$ cat src/rtl/eeseq_pkg.sv
package eeseq_pkg;

    typedef enum logic [2:0] {
        S_IDLE, S_PUSH_W, S_DRAIN, S_PUSH_R, S_RX_WAIT, S_POST, S_DONE
    } seq_state_e;

    typedef struct packed {
        logic       restart;
        logic       stop;
        logic       rd;
        logic [7:0] data;
    } cmd_word_t;

    typedef struct packed {
        logic abort;
        logic addr_nack;
        logic data_nack;
        logic bus_tmo;
    } mst_stat_t;

    localparam logic [4:0] ERR_OK        = 5'h00;
    localparam logic [4:0] ERR_ADDR_NACK = 5'h01;
    localparam logic [4:0] ERR_DATA_NACK = 5'h02;
    localparam logic [4:0] ERR_BUS_TMO   = 5'h04;
    localparam logic [4:0] ERR_WAIT_TMO  = 5'h08;
    localparam logic [4:0] ERR_OTHER     = 5'h10;

    // data NACK outranks address NACK; an unexplained abort is "other"
    function automatic logic [4:0] abort_code(mst_stat_t s);
        logic [4:0] c;
        c = ERR_OK;
        if (s.abort) begin
            if (s.data_nack)      c = ERR_DATA_NACK;
            else if (s.addr_nack) c = ERR_ADDR_NACK;
            else                  c = ERR_OTHER;
        end
        if (s.bus_tmo) c = c | ERR_BUS_TMO;
        return c;
    endfunction

endpackage

$ cat src/rtl/eeseq_mstimer.sv
module eeseq_mstimer #(
    parameter int TICK_CYC = 100000,
    parameter int MS_W     = 6
) (
    input  logic            clk,
    input  logic            rst,
    input  logic            clr,
    output logic [MS_W-1:0] ms
);
    localparam int PRE_W = (TICK_CYC > 1) ? $clog2(TICK_CYC) : 1;
    localparam logic [PRE_W-1:0] PRE_TOP = PRE_W'(TICK_CYC - 1);

    logic [PRE_W-1:0] pre_q;
    logic [MS_W-1:0]  ms_q;

    always_ff @(posedge clk) begin
        if (rst || clr) begin
            pre_q <= '0;
            ms_q  <= '0;
        end else if (pre_q == PRE_TOP) begin
            pre_q <= '0;
            if (ms_q != '1) ms_q <= ms_q + 1'b1;
        end else begin
            pre_q <= pre_q + 1'b1;
        end
    end

    assign ms = ms_q;
endmodule

$ cat src/rtl/eeseq_errmap.sv
module eeseq_errmap
    import eeseq_pkg::*;
(
    input  mst_stat_t  stat,
    output logic [4:0] code
);
    assign code = abort_code(stat);
endmodule

$ cat src/rtl/eeprom_seq.sv
module eeprom_seq
    import eeseq_pkg::*;
#(
    parameter int CLK_KHZ  = 100000,
    parameter int WAIT_MS  = 20,
    parameter int WRCYC_MS = 10,
    parameter int LEN_W    = 8
) (
    input  logic             clk,
    input  logic             rst,
    input  logic             req_valid,
    output logic             req_ready,
    input  logic [7:0]       req_dev,
    input  logic [15:0]      req_mem,
    input  logic [LEN_W-1:0] req_len,
    input  logic             req_read,
    input  logic             wr_valid,
    output logic             wr_ready,
    input  logic [7:0]       wr_data,
    output logic             cmd_valid,
    input  logic             cmd_ready,
    output logic [7:0]       cmd_data,
    output logic             cmd_rd,
    output logic             cmd_stop,
    output logic             cmd_restart,
    output logic [6:0]       tgt_addr,
    input  logic             txq_empty,
    input  logic             mst_abort,
    input  logic             mst_addr_nack,
    input  logic             mst_data_nack,
    input  logic             mst_bus_tmo,
    input  logic             rx_valid,
    output logic             rx_ready,
    input  logic [7:0]       rx_data,
    output logic             rd_valid,
    input  logic             rd_ready,
    output logic [7:0]       rd_data,
    output logic             done,
    output logic [4:0]       err
);
    localparam int MS_MAX = (WAIT_MS > WRCYC_MS) ? WAIT_MS : WRCYC_MS;
    localparam int MS_W   = $clog2(MS_MAX + 1) + 1;
    localparam int POS_W  = LEN_W + 1;

    seq_state_e       st_q, st_n;
    logic [6:0]       dev_q;
    logic [15:0]      mem_q;
    logic [LEN_W-1:0] len_q, idx_q, idx_n;
    logic             rdmode_q;
    logic [POS_W-1:0] pos_q, pos_n;
    logic [4:0]       err_q, err_n;
    logic [MS_W-1:0]  ms;
    logic             wait_exp, post_exp, tmr_clr;
    logic             w_addr, w_last;
    logic [4:0]       drain_code;
    mst_stat_t        stat;
    cmd_word_t        cw;

    eeseq_mstimer #(.TICK_CYC(CLK_KHZ), .MS_W(MS_W)) u_tmr (
        .clk(clk), .rst(rst), .clr(tmr_clr), .ms(ms)
    );

    assign stat = '{abort: mst_abort, addr_nack: mst_addr_nack,
                    data_nack: mst_data_nack, bus_tmo: mst_bus_tmo};

    eeseq_errmap u_emap (.stat(stat), .code(drain_code));

    assign wait_exp = (ms >= MS_W'(WAIT_MS));
    assign post_exp = (ms >= MS_W'(WRCYC_MS));
    assign w_addr   = (pos_q < POS_W'(2));
    assign w_last   = rdmode_q ? (pos_q == POS_W'(1))
                               : (pos_q == {1'b0, len_q} + POS_W'(2));
    assign tmr_clr  = (st_n != st_q);

    always_comb begin
        st_n      = st_q;
        pos_n     = pos_q;
        idx_n     = idx_q;
        err_n     = err_q;
        cw        = '0;
        cmd_valid = 1'b0;
        wr_ready  = 1'b0;
        rd_valid  = 1'b0;
        rx_ready  = 1'b0;
        unique case (st_q)
            S_IDLE: begin
                if (req_valid) begin
                    st_n  = S_PUSH_W;
                    pos_n = '0;
                    err_n = ERR_OK;
                end
            end
            S_PUSH_W: begin
                cw.stop   = w_last && !rdmode_q;
                cw.data   = (pos_q == '0) ? mem_q[15:8] :
                            (pos_q == POS_W'(1)) ? mem_q[7:0] : wr_data;
                cmd_valid = w_addr ? 1'b1 : wr_valid;
                wr_ready  = !w_addr && cmd_ready;
                if (cmd_valid && cmd_ready) begin
                    if (w_last) st_n = S_DRAIN;
                    else        pos_n = pos_q + 1'b1;
                end else if (wait_exp) begin
                    err_n = ERR_WAIT_TMO;
                    st_n  = S_DONE;
                end
            end
            S_DRAIN: begin
                if (txq_empty) begin
                    if (drain_code != ERR_OK) begin
                        err_n = drain_code;
                        st_n  = S_DONE;
                    end else if (rdmode_q) begin
                        idx_n = '0;
                        st_n  = S_PUSH_R;
                    end else begin
                        st_n  = S_POST;
                    end
                end else if (wait_exp) begin
                    err_n = ERR_WAIT_TMO;
                    st_n  = S_DONE;
                end
            end
            S_PUSH_R: begin
                cmd_valid  = 1'b1;
                cw.rd      = 1'b1;
                cw.restart = (idx_q == '0);
                cw.stop    = (idx_q == len_q);
                if (cmd_ready) begin
                    st_n = S_RX_WAIT;
                end else if (wait_exp) begin
                    err_n = ERR_WAIT_TMO;
                    st_n  = S_DONE;
                end
            end
            S_RX_WAIT: begin
                if (mst_abort && mst_addr_nack) begin
                    err_n = ERR_ADDR_NACK;
                    st_n  = S_DONE;
                end else if (rx_valid) begin
                    rd_valid = 1'b1;
                    rx_ready = rd_ready;
                    if (rd_ready) begin
                        if (idx_q == len_q) begin
                            st_n = S_DONE;
                        end else begin
                            idx_n = idx_q + 1'b1;
                            st_n  = S_PUSH_R;
                        end
                    end
                end else if (wait_exp) begin
                    err_n = ERR_WAIT_TMO;
                    st_n  = S_DONE;
                end
            end
            S_POST: begin
                if (post_exp) st_n = S_DONE;
            end
            S_DONE: st_n = S_IDLE;
            default: st_n = S_IDLE;
        endcase
    end

    always_ff @(posedge clk) begin
        if (rst) begin
            st_q     <= S_IDLE;
            pos_q    <= '0;
            idx_q    <= '0;
            err_q    <= ERR_OK;
            dev_q    <= '0;
            mem_q    <= '0;
            len_q    <= '0;
            rdmode_q <= 1'b0;
        end else begin
            st_q  <= st_n;
            pos_q <= pos_n;
            idx_q <= idx_n;
            err_q <= err_n;
            if (st_q == S_IDLE && req_valid) begin
                dev_q    <= req_dev[7:1];
                mem_q    <= req_mem;
                len_q    <= req_len;
                rdmode_q <= req_read;
            end
        end
    end

    assign req_ready   = (st_q == S_IDLE);
    assign cmd_data    = cw.data;
    assign cmd_rd      = cw.rd;
    assign cmd_stop    = cw.stop;
    assign cmd_restart = cw.restart;
    assign tgt_addr    = dev_q;
    assign rd_data     = rx_data;
    assign done        = (st_q == S_DONE);
    assign err         = err_q;

    AST_TGT_STABLE: assert property (@(posedge clk) disable iff (rst)
        (!req_ready && $past(!req_ready)) |-> $stable(tgt_addr));
    AST_IDLE_QUIET: assert property (@(posedge clk) disable iff (rst)
        req_ready |-> (!cmd_valid && !wr_ready && !rd_valid));
    AST_RESTART_IS_READ: assert property (@(posedge clk) disable iff (rst)
        (cmd_valid && cmd_restart) |-> cmd_rd);
    AST_RD_HOLD: assert property (@(posedge clk) disable iff (rst)
        (rd_valid && !rd_ready && !mst_abort) |=> (rd_valid && $stable(rd_data)));
    AST_DRAIN_BOUND: assert property (@(posedge clk) disable iff (rst)
        (st_q == S_DRAIN) |-> (ms <= MS_W'(WAIT_MS)));
    AST_DONE_PULSE: assert property (@(posedge clk) disable iff (rst)
        done |=> !done);
endmodule

$ cat config.mk
export PLATFORM = sky130hd
export DESIGN_NAME = eeprom_seq
export DESIGN_NICKNAME = d
export VERILOG_FILES = /design/src/rtl/eeseq_pkg.sv /design/src/rtl/eeseq_mstimer.sv /design/src/rtl/eeseq_errmap.sv /design/src/rtl/eeprom_seq.sv
export SDC_FILE = /design/constraint.sdc
export NUM_CORES = 1
export LEC_CHECK = 0
export ABC_AREA = 1
export BUFFER_PORTS_ARGS = -buffer_cell sky130_fd_sc_hd__buf_2
export CAP_MARGIN = 40
export CORE_MARGIN = 3
export CORE_UTILIZATION = 45
export DETAILED_ROUTE_END_ITERATION = 6
export PLACE_DENSITY = 0.66
export SYNTH_ARGS = -nofsm -noshare
export SYNTH_HDL_FRONTEND = slang
export SYNTH_SLANG_ARGS = --single-unit
$ cat constraint.sdc
create_clock -name clk -period 2.74 [get_ports clk]
set_input_delay 0.548 -clock clk [delete_from_list [all_inputs] [get_ports clk]]
set_output_delay 0.548 -clock clk [all_outputs]
set_load 0.03 [all_outputs]
# ---- After elaboration in Yosys (flattened, before gate mapping)
# Cells that the tools add are included.
dict set report totals {
  word_cells 119
  ff_bits 80
  out_inout_bits 37
  in_bits 61
}
dict set report classes {
  add_sub_neg 5
  reduce_logical 20
  order_cmp 3
  eq_ne 26
  n_mux 55
}
# operator n
set op_table {}
lappend op_table {{$mux 8} 10}
lappend op_table {{$mux 5} 11}
lappend op_table {{$mux 3} 14}
lappend op_table {{$mux 9} 3}
lappend op_table {{$pmux 5 s5} 1}
lappend op_table {{$ne 2x2->1 const B} 12}
lappend op_table {{$pmux 3 s6} 1}
lappend op_table {{$pmux 9 s2} 1}
lappend op_table {{$add 17x1->17 const B} 1}
lappend op_table {{$eq 17x17->1 const B} 1}
lappend op_table {{$pmux 8 s2} 1}
lappend op_table {{$mux 1} 11}
lappend op_table {{$reduce_bool 5->1} 2}
lappend op_table {{$add 8x2->9 const B} 1}
lappend op_table {{$add 9x1->9 const B} 1}
lappend op_table {{$eq 3x3->1 const B} 3}
lappend op_table {{$eq 9x1->1 const B} 1}
lappend op_table {{$eq 9x9->1} 1}
lappend op_table {{$logic_not 9->1} 1}
lappend op_table {{$lt 9x2->1 const B} 1}
lappend op_table {{$add 8x1->8 const B} 1}
lappend op_table {{$eq 8x8->1} 1}
lappend op_table {{$logic_not 8->1} 1}
lappend op_table {{$reduce_and 8->1} 1}
lappend op_table {{other kinds (18)} 27}

# ---- Depth between registers and ports, before layout
dict set report depth {
  depth_word 11
  depth_mapped 19
  ltp_nobuf 18
}

# ---- Hierarchy
# A second synthesis with hierarchy kept.
dict set report hier_totals {
  cells_unflattened 784
  hier_area_um2 5034.8
}
# module n_inst seq_area_each_um2 area_each_um2 cells_per_inst
set modules_own_cells {}
lappend modules_own_cells {eeprom_seq 1 1141.1 3717.3 587}
lappend modules_own_cells {eeseq_mstimer 1 460.4 1272.5 187}
lappend modules_own_cells {eeseq_errmap 1 0.0 45.0 10}

# ---- Worst setup path after synthesis
# No wires, ideal clock.
dict set report synth_timing {
  path_kind {reg-to-output}
  startpoint {register pos_q[0]}
  endpoint {output cmd_data[5]}
  n_path_buf 2
  path_stages_with_launch 9
  setup_slack_ns 0.361
  t_required_ns 2.192
  arrival_time_ns 1.831
  cell_sequence {dfxtp_1 -> inv_1 -> ha_1 -> nand2_1 -> or3_1 -> clkbuf_1 -> clkbuf_1 -> o21ai_0 -> a21oi_1}
}
dict set report synth_via {
  elab_chain_len 4
  word_cells_on_any_way 5
  cone_classes {eq/ne (1); mux (3); reduce/logical (1)}
}
# element line
set synth_rtl {}
lappend synth_rtl {{start: declaration} eeprom_seq.sv:50} ;# logic [POS_W-1:0] pos_q, pos_n;
lappend synth_rtl {{start signal: assignment} eeprom_seq.sv:175} ;# pos_q <= pos_n;
lappend synth_rtl {{$eq 9x1->1} eeprom_seq.sv:96} ;# (pos_q == POS_W'(1)) ? mem_q[7:0] : wr_data;
lappend synth_rtl {{$mux 8} eeprom_seq.sv:96}
lappend synth_rtl {{$mux 8 *} eeprom_seq.sv:95} ;# cw.data = (pos_q == '0) ? mem_q[15:8] :
lappend synth_rtl {{$mux 8 *} eeprom_seq.sv:85} ;# unique case (st_q)
lappend synth_rtl {{end: declaration} eeprom_seq.sv:22} ;# output logic [7:0] cmd_data,
# Every way passes the cells marked *; elsewhere a longest branch is shown, timed or not.

# ---- Worst setup path in the final report
dict set report layout_timing {
  startpoint {register len_q[2]}
  endpoint {output cmd_stop}
}
dict set report layout_via {
  elab_chain_len 5
  word_cells_on_any_way 6
  cone_classes {add/sub (1); eq/ne (2); mux (2); reduce/logical (1)}
}
# element line
set layout_rtl {}
lappend layout_rtl {{start: declaration} eeprom_seq.sv:48} ;# logic [LEN_W-1:0] len_q, idx_q, idx_n;
lappend layout_rtl {{start signal: assignment} eeprom_seq.sv:181} ;# len_q <= req_len;
lappend layout_rtl {{$add 8x2->9} eeprom_seq.sv:72} ;# : (pos_q == {1'b0, len_q} + POS_W'(2));
lappend layout_rtl {{$eq 9x9->1} eeprom_seq.sv:72}
lappend layout_rtl {{$mux 1} eeprom_seq.sv:71} ;# assign w_last = rdmode_q ? (pos_q == POS_W'(1))
lappend layout_rtl {{$logic_and 1x1->1} eeprom_seq.sv:94} ;# cw.stop = w_last && !rdmode_q;
lappend layout_rtl {{$pmux 1 s2 *} eeprom_seq.sv:85}
lappend layout_rtl {{end: declaration} eeprom_seq.sv:24} ;# output logic cmd_stop,
# Marked as above.

==> impl_metrics.toml <==
[yosys]
synthTopCellsByArea = "dfxtp_1 (34%), nand2_1 (9.4%), inv_1 (7.2%)"
synthMuxAreaShare_pct = 0.215
synthSimpleGateAreaFrac_pct = 31.4
ys_seq_area_share_pct = 34.4
synth_top_family_by_area = "simple AND/OR/NAND/NOR gates"
synth_async_sr_flop_share_pct = 0
synth_compound_area_share_pct = 15.0
syn_nets = 745
synth_top_area_share_pct = 34.4
syn-cell-area_mm2 = 0.00465
syn_inst = 675
ys_seq_elements = 80
synth_top_flop_cell = "dfxtp_1"
synth_edf_count = 0
ys_warn_count = 0
synth.largest_area_cell = "dfxtp_1"
synth-adder-area-share_pct = 2.42
yosysUniqueCellTypes = 47
syn_area_per_cell_um2 = 6.89
synthXorXnorAreaFrac_pct = 5.46

[route]
num_vias = 4521
drt_iter0_markers = 232
antenna_left = 0
drt_first_pass_iters = 4
viasPerCell = 5.10
wl_per_cell_um = 13.1
wl_mm = 11.6
drc = 0

[placed_design]
dp.cells = 869
pre_cts_ws_ns = 0.325
dpl.hpwl_mm = 8.91
placed_cell_area_mm2 = 0.00511
gp_congestion = 0.892
portBuffers = 80

[timing]
fmax_mhz = 376
setup_viol = 0
finalHoldViolations = 0
finalMaxSlewViolations = 0
min_period_over_period_pct = 97.0
max_slew_margin_pct = 56.3
fin_crit_ns = 2.66
fin_ws_ns = 0.0813
fin_skew_ns = 0.00776
whs_ns = 0.395
finalSetupTns_ns = 0
worstMarginPinSlew_ns = 0.655
rsz0062_at_grt = "true"

[pwr]
power_frac_seq_pct = 42.8
power_mw = 3.09
power.density_mw_per_mm2 = 576
peakVddDrop_v = 0.000366
clockPowerShare_pct = 29.2
intPower_mw = 1.96
p_sw_mw = 1.13
p_comb_share_pct = 28.0
p_leak_nw = 2.35
p_sw_share_pct = 36.7

[grt]
grt_max_degree = 51
overflow = 0
antenna_found_initial = 0
grt_pass1_vias = 4249
grt_pass1_wl_mm = 19.3
grt.total_usage_pct = 20.7

[floorplan]
initial_core_util_pct = 46.9
fp.dieW_um = 108
io_pins = 98
coreArea_mm2 = 0.00991
die_h_um = 108
rows = 36
die-area_mm2 = 0.0116

[cts]
clock_path_buffers = 2
clock-sinks = 80
cts_hold_buf = 0
clock_latency_ns = 0.37
numCtsBuffers = 9
cts_root_buf = "clkbuf_8"
cts_tree = "yes"
path_clk_slew_ns = 0.09
cts_max_level = 3

[status]
status = "complete, no violations"

[cells_and_area]
nNetsFinal = 819
areaGrowthSynthToFinish_pct = 15.4
final-instance-count-excl-fill = 887
drive_above_1_share_pct = 20.3
postLayoutCellArea_mm2 = 0.00537
antenna-diode-count = 0
final_util_pct = 54.2

[critical_path]
required_ns = 2.19
path_max_fanout = 5
cp.arrival_ns = 2.11
endpoint_kind = "primary output"
worstSetupPathType = "reg -> out"
crit_path_start_kind = "flop"

[min_path]
hp-class = "in -> reg"

[job]
maxCapViolations = 0
==> path summary, 6_finish.rpt <==
check              from             end  slack (ns)  cells past startpoint
min reg2reg    mem_q[7]        mem_q[7]        0.46                      2
max reg2reg    len_q[2]  u_tmr.pre_q[0]        0.32                     16
max            len_q[2]        cmd_stop        0.08                     11
min          req_mem[9]        mem_q[9]        0.39                      3
==> power by group through the flow <==
stage	combinational [mW]	clock, mW	sequential, mW
3_5_place_dp	0.832	0	1.35
6_report	0.866	0.903	1.32
5_1_grt	0.965	0.979	1.33
4_1_cts	0.840	0.933	1.32
2_1_floorplan	0.611	0	1.36
3_3_place_gp	0.815	0	1.34
==> synthesized netlist by cell type (2+ instances only) <==
cell type / n
buf_4: 8
nand3_2: 2
nand2_2: 6
nor3_2: 2
nand4_1: 20
xnor2_1: 5
a21oi_1: 49
nor3_1: 14
a211oi_1: 2
nand3_1: 34
nor2_1: 80
nand2_1: 117
clkbuf_1: 13
nor2_2: 5
nor4_1: 5
dfxtp_1: 80
nor3b_1: 2
o22ai_1: 2
nand3b_1: 3
o21ai_1: 4
xor2_1: 24
a21oi_2: 2
a31oi_1: 2
ha_1: 9
o21ai_0: 59
inv_2: 6
nor2_4: 12
inv_1: 89
==> per-layer routing <==
metal | part of all wire, % | GRT usage (%) | routed length, um | up-vias
met5 | 0 | 0 | 0 | -
met2 | 48 | 34.3 | 5610 | 89
li1 | - | - | - | 2334
met4 | 1.5 | 6.49 | 177 | 0
met3 | 4.7 | 5.76 | 541 | 14
met1 | 45 | 25.9 | 5260 | 2084
==> placed cells by master (no fill, tap or decap), types with 14 or more instances in the layout <==
master     n
nand3_1   34
o21ai_0   59
nand2_1  117
nand4_1   20
xor2_1    24
buf_2     79
dfxtp_1   79
inv_1     87
a21oi_1   49
nor3_1    14
nor2_1    80
==> area by class of cell <==
type	instances	area, um2
Clock inverter	7	77.6
Tap cell	133	166
Fill cell	1005	4540
Sequential cell	80	1600
Timing Repair Buffer	88	479
Inverter	97	368
Multi-Input combinational cell	473	2550
Clock buffer	9	124
==> registers in the layout, indices dropped and copies added, names as in the netlist <==
name	flops
pos_q	9
len_q	8
tgt_addr	7
u_tmr.ms	6
u_tmr.pre_q	17
idx_q	8
err	5
mem_q	16
rdmode_q	1
st_q	3
==> critical path: stages (launching register included) <==
cell and delay [ns]:
dfxtp_2 0.35, ha_1 0.32, inv_1 0.07, nand2_1 0.05
nand2_1 0.06, nand2_1 0.05, nor2_1 0.10, nand3_1 0.09
nor2_1 0.10, nand4_1 0.18, o22ai_2 0.16, clkbuf_4 0.22
==> what timing repair did <==
| item | in CTS | in global routing |
|---|---|---|
| buffers inserted | 0 | 2 |
| pin swaps | 0 | 1 |
| endpoints found under the setup margin | 8 | 10 |
| gates resized for setup | 1 | 7 |
==> logic make-up after synthesis <==
kind of cell / count (synthesis)
flops: 80
mux: 1
buf+inv: 122
simple gates: 306
xor+xnor: 29
compound gates: 128
fa+ha+maj: 9
No activity file was read; power rests on OpenSTA's default activity.
